`src/rtl/gpio_irq_pkg.sv`:
```
package gpio_irq_pkg;

    typedef enum logic {
        SENSE_LEVEL = 1'b0,
        SENSE_EDGE  = 1'b1
    } sense_e;

    typedef struct packed {
        logic   en;
        logic   pol;
        sense_e sense;
    } pin_cfg_t;

    // Edge of the selected direction between the previous and current sample.
    function automatic logic edge_hit(input logic cur, input logic prv, input logic pol);
        return pol ? (cur & ~prv) : (~cur & prv);
    endfunction

    // Active level for a level-sensed pin.
    function automatic logic level_on(input logic cur, input logic pol);
        return pol ? cur : ~cur;
    endfunction

endpackage

```
`src/rtl/gpio_irq_debounce.sv`:
```
module gpio_irq_debounce #(
    parameter int NPINS = 32
) (
    input  logic             clk,
    input  logic             rst,
    input  logic             tick_i,
    input  logic [NPINS-1:0] raw_i,
    input  logic [NPINS-1:0] deb_en_i,
    output logic [NPINS-1:0] pin_o
);

    logic [NPINS-1:0] last_q;
    logic [NPINS-1:0] stable_q;

    // Stable value moves only when two consecutive ticks sampled the same level.
    always_ff @(posedge clk) begin
        if (rst) begin
            last_q   <= '0;
            stable_q <= '0;
        end else if (tick_i) begin
            last_q   <= raw_i;
            stable_q <= (~(raw_i ^ last_q) & raw_i) | ((raw_i ^ last_q) & stable_q);
        end
    end

    assign pin_o = (deb_en_i & stable_q) | (~deb_en_i & raw_i);

endmodule

```
`src/rtl/gpio_irq_edge.sv`:
```
module gpio_irq_edge
    import gpio_irq_pkg::*;
#(
    parameter int NPINS = 32
) (
    input  logic             clk,
    input  logic             rst,
    input  logic [NPINS-1:0] sel_i,
    input  pin_cfg_t         cfg_i [NPINS],
    input  logic [NPINS-1:0] eoi_i,
    output logic [NPINS-1:0] hit_o,
    output logic [NPINS-1:0] raw_o
);

    logic [NPINS-1:0] prev_q;
    logic [NPINS-1:0] latch_q;

    always_ff @(posedge clk) begin
        if (rst) prev_q <= '0;
        else     prev_q <= sel_i;
    end

    for (genvar g = 0; g < NPINS; g++) begin : g_pin
        logic is_edge;
        assign is_edge  = (cfg_i[g].sense == SENSE_EDGE);
        assign hit_o[g] = edge_hit(sel_i[g], prev_q[g], cfg_i[g].pol);

        // Priority: disable clears, new edge sets, then end-of-interrupt clears.
        always_ff @(posedge clk) begin
            if (rst || !cfg_i[g].en)          latch_q[g] <= 1'b0;
            else if (is_edge && hit_o[g])     latch_q[g] <= 1'b1;
            else if (eoi_i[g])                latch_q[g] <= 1'b0;
        end

        assign raw_o[g] = cfg_i[g].en &
                          (is_edge ? latch_q[g] : level_on(sel_i[g], cfg_i[g].pol));
    end

endmodule

```
`src/rtl/gpio_irq_detect.sv`:
```
module gpio_irq_detect
    import gpio_irq_pkg::*;
#(
    parameter int NPINS = 32
) (
    input  logic             clk,
    input  logic             rst,
    input  logic [NPINS-1:0] pin_i,
    input  logic             db_tick_i,
    input  logic [NPINS-1:0] en_i,
    input  logic [NPINS-1:0] mask_i,
    input  logic [NPINS-1:0] sense_i,
    input  logic [NPINS-1:0] pol_i,
    input  logic [NPINS-1:0] deb_en_i,
    input  logic [NPINS-1:0] eoi_i,
    output logic [NPINS-1:0] raw_o,
    output logic [NPINS-1:0] stat_o,
    output logic             irq_o
);

    logic [NPINS-1:0] pin_sel;
    logic [NPINS-1:0] edge_hit_v;
    pin_cfg_t         cfg [NPINS];

    for (genvar g = 0; g < NPINS; g++) begin : g_cfg
        assign cfg[g].en    = en_i[g];
        assign cfg[g].pol   = pol_i[g];
        assign cfg[g].sense = sense_e'(sense_i[g]);
    end

    gpio_irq_debounce #(.NPINS(NPINS)) u_deb (
        .clk      (clk),
        .rst      (rst),
        .tick_i   (db_tick_i),
        .raw_i    (pin_i),
        .deb_en_i (deb_en_i),
        .pin_o    (pin_sel)
    );

    gpio_irq_edge #(.NPINS(NPINS)) u_edge (
        .clk   (clk),
        .rst   (rst),
        .sel_i (pin_sel),
        .cfg_i (cfg),
        .eoi_i (eoi_i),
        .hit_o (edge_hit_v),
        .raw_o (raw_o)
    );

    assign stat_o = raw_o & ~mask_i;
    assign irq_o  = |stat_o;

endmodule

```
`config.mk`:
```
export PLATFORM = sky130hd
export DESIGN_NAME = gpio_irq_detect
export DESIGN_NICKNAME = d
export VERILOG_FILES = /design/src/rtl/gpio_irq_pkg.sv /design/src/rtl/gpio_irq_debounce.sv /design/src/rtl/gpio_irq_edge.sv /design/src/rtl/gpio_irq_detect.sv
export SDC_FILE = /design/constraint.sdc
export NUM_CORES = 1
export LEC_CHECK = 0
export BUFFER_PORTS_ARGS = -buffer_cell sky130_fd_sc_hd__buf_2
export CAP_MARGIN = 20
export CORE_MARGIN = 2
export CORE_UTILIZATION = 24
export CTS_BUF_LIST = sky130_fd_sc_hd__clkbuf_8
export DETAILED_ROUTE_END_ITERATION = 8
export HOLD_SLACK_MARGIN = 0.03
export PLACE_DENSITY = 0.44
export SYNTH_ARGS = -nofsm -noshare
export SYNTH_HDL_FRONTEND = slang
export SYNTH_SLANG_ARGS = --single-unit
```
`constraint.sdc`:
```
create_clock -name clk -period 1.7 [get_ports clk]
set_clock_uncertainty 0.05 [all_clocks]
set_input_delay 0 -clock clk [delete_from_list [all_inputs] [get_ports clk]]
set_output_delay 0 -clock clk [all_outputs]
set_load 0.1 [all_outputs]
```
# --- Word level (Yosys, flattened, before mapping) ---
# Index checks and enable logic that the tools add are counted.
word_totals:
  out_inout_bits: 65
  ff_bits: 128
  in_bits: 227
  word_cells: 495
classes:
  n_reduce_logical: 129
  mux: 160
  bitwise_logic: 171
op_table:
  columns: ["operator", "count"]
  rows:
  - ["$and A32 B32 Y32", 5]
  - ["$mux W1", 160]
  - ["$and A1 B1 Y1", 96]
  - ["$not A32 Y32", 3]
  - ["$not A1 Y1", 64]
  - ["$or A32 B32 Y32", 2]
  - ["$reduce_bool A2 Y1", 32]
  - ["$logic_and A1 B1 Y1", 32]
  - ["$logic_not A1 Y1", 32]
  - ["$logic_or A1 B1 Y1", 32]
  - ["$reduce_or A32 Y1", 1]
  - ["$xor A32 B32 Y32", 1]

# --- Longest topological paths before layout ---
depth:
  depth_word: 9
  depth_mapped: 6
  depth_no_buf: 6

# --- By module ---
# A second synthesis with hierarchy kept.
hier_totals:
  hier_cells: 840
  hier_area_um2: 8189.1
by_module_without_submodules:
  columns: ["module", "area_per_inst_um2", "cells_per_inst", "n_inst"]
  rows:
  - ["gpio_irq_edge", 4439.3, 455, 1]
  - ["gpio_irq_debounce", 3358.2, 342, 1]
  - ["gpio_irq_detect", 391.6, 43, 1]

# --- Worst setup path after synthesis ---
# Ideal clock, no wire load.
synth_timing:
  kind: "register -> output"
  startpoint: "register (tool-made name)"
  endpoint: "output port irq_o"
  setup_slack_ps: -2632
  arrival_time_ps: 4282
  path_buffers: 0
  stages_incl_launch_ff: 7
  t_required_ps: 1650
  cell_sequence: "dfxtp_1 > mux2i_2 > xnor2_2 > a211oi_1 > or4_1 > nor4_2 > nand4_1"
synth_rtl:
  columns: ["element", "line_no", "text"]
  rows:
  - ["end, declared", "gpio_irq_detect.sv:18", "output logic irq_o"]

==> results.yml <==
status:
  status: "finished with violations"
  violations: "setup timing"
worst_setup_path:
  timing.critical_path.to_type: "output port"
  critical_path_arrival_ns: 2.36
  crit_fanout: 2
  required_ns: 1.65
  path_class: "register to output port"
  critPathLaunchType: "register"
cts:
  cts.path.max_buffers: 2
  cts-htree-levels: 4
  numClockSinks: 128
  clock_latency_ns: 0.44
  cts_root_buf: "clkbuf_8"
  tritoncts: "yes"
  cts.clk_slew.worst_paths_ns: 0.08
  numCtsBuffers: 17
cells_and_area:
  final_area_um2: 13410
  drive_gt1_frac: 0.4071
  nFillCells: 2575
  area.growth.synth_to_final_pct: 106.3
  mostFrequentLayoutCells: "buf_2, dlygate4sd3_1, buf_4, nor2_1, dfxtp_1"
  final_nets: 1705
  multi_input_area_um2: 4345
  regArea_um2: 2595
  layout_commonest_cell: "buf_2"
floorplan:
  start_util: 0.2425
  die_area_um2: 28410
  core_um2: 26800
  die_w_um: 168.6
  die_h_um: 168.6
  rows: 60
  pin_count: 292
drt:
  wl_mm: 22.70
  via_count: 8009
  drtPass1Iterations: 4
  vias_per_cell: 4.365
  drc_errors: 0
  first_iter_violations: 234
  detail-route-antenna-nets: 0
  wl_per_cell_um: 12.37
place:
  port_buffers: 291
  routabilityCongestion: 0.7530
  dp_hpwl_mm: 15.70
  post_dp_cell_area_um2: 10360
global_route:
  track_usage: 0.1621
  antenna_found_initial: 4
  grt_first_pass_wirelength_mm: 37.61
  grt.overflow.total: 0
  grt_max_degree: 67
  first_global_vias: 8115
pwr:
  leakage_nw: 5.798
  p_per_area_nw_per_um2: 641.5
  power_mw: 8.601
  ir_drop_mv: 0.3862
synth:
  synth.net_count: 1070
  avgSynthCellArea_um2: 7.709
  synthCells: 843
  synth-warning-count: 0
  syn-cell-area_um2: 6499
  yosys.area.top_type: "dfxtp_1"
  ys_seq_area_frac: 0.3943
  synth_top_area_share: 0.3943
  ys_seq_elements: 128
  synth.distinct_cells: 34
  netlist_top_cells_area: "dfxtp_1, o21ai_0, a21oi_1, mux2i_1, nor2_1"
sta:
  min_period_ns: 2.406
  worst_hold_slack_ns: 0.07085
  slew_violations: 0
  finalHoldViolCount: 0
  maxSlewHeadroom: 0.5614
  max_freq_mhz: 415.6
  worst_slew_pin_slew_ns: 0.6580
  finalSetupViolCount: 38
  setup_ws_ns: -0.7059
  fin_crit_sh: 1.415
  rsz0062_at_grt: "true"
hold_path:
  hp-class: "input port to register"
job:
  cap_violations: 0
cell families after synthesis:
| group | after synthesis | synth area share |
|---|---|---|
| xor gates and xnor gates | 14 | 0.02118 |
| AOI/OAI and AO/OA | 221 | 0.1748 |
| muxes | 51 | 0.07971 |
| buffers and inverters | 54 | 0.03119 |
| and+or+nand+nor | 375 | 0.2988 |
| DFF | 128 | 0.3943 |
synthesized netlist by cell type:
cell type,number
nor4_2,1
mux2i_2,2
inv_1,30
o211ai_1,2
mux2i_1,49
nor2b_1,50
or4_1,1
clkinv_1,1
and2b_2,4
and4b_1,1
o22ai_1,4
a21oi_1,103
buf_1,1
and2_1,31
xor2_1,4
xnor2_2,2
nand2_1,65
and3_1,12
and4b_2,1
nor2_1,128
clkbuf_1,22
nor4_1,3
o21ai_0,105
xnor2_1,8
nand2b_1,24
a211oi_1,4
nand3_1,8
o2111ai_1,2
nor3b_1,32
nor3_1,2
nand4_1,2
a21o_1,1
nand4b_1,10
dfxtp_1,128
per-layer routing:
layer / vias up / wire, µm / track usage
li1: 4164 / - / -
met1: 3662 / 10010 / 0.1986
met2: 169 / 11280 / 0.2850
met3: 14 / 1202 / 0.03881
met4: 0 / 212 / 0.04273
met5: - / 0 / 0
per-stage QoR:
stage / cells / setup TNS (ns) / utilization / setup slack [ns]
floorplan: 843 / -2.445 / - / -0.9952
global placement: 1572 / -0.6350 / 0.3867 / -0.6350
detailed placement: 1572 / -0.7214 / 0.3867 / -0.7214
CTS: 1821 / -5.471 / 0.4897 / -0.7999
global route: 1833 / -9.273 / 0.5001 / -0.8179
finish: 1835 / -3.007 / 0.5003 / -0.7059
what timing repair did:
action / in CTS / in global routing
gates cloned: 0 / 0
hold buffers: 193 / 0
hold endpoints to repair: 128 / 0
pin swaps: 29 / 24
gates resized for setup: 106 / 48
buffers inserted: 26 / 15
setup endpoints to repair: 65 / 61
where the power goes:
| group | switching, mW | total, mW | leakage, nW | internal, mW |
|---|---|---|---|---|
| sequential | 0.0549 | 3.16 | 1.06 | 3.11 |
| clock | 1.39 | 2.60 | 0.182 | 1.21 |
| combinational | 1.44 | 2.83 | 4.56 | 1.40 |
| total | 2.88 | 8.60 | 5.80 | 5.72 |
cell type report:
cell class / count / area share
flip-flops and latches: 128 / 0.1935
clock inverters: 14 / 0.009798
well taps: 341 / 0.03182
repair buffers: 639 / 0.4106
diodes: 3 / 0.0005599
clock buffers: 18 / 0.01848
multi-input cells: 661 / 0.3241
inverters: 31 / 0.01110
worst paths after layout:
| check | from | endpoint | slack, ns | cells past startpoint |
|---|---|---|---|---|
| worst max-delay path | register | irq_o | -0.71 | 7 |
| worst min-delay path | pin_i[23] | u_edge.prev_q[23] | 0.07 | 5 |
| worst min register to register | u_deb.last_q[1] | register | 0.41 | 2 |
| worst max register to register | register | u_edge.prev_q[30] | 0.14 | 6 |
worst max-delay path, stage by stage (launching register included):
cell	delay, ns
dfxtp_2	0.34
mux2i_4	0.17
xnor2_2	0.16
a211oi_4	0.11
or4_1	0.58
nor4_4	0.19
nand4_1	0.15
buf_6	0.21
(Power assumes the default switching activity.)
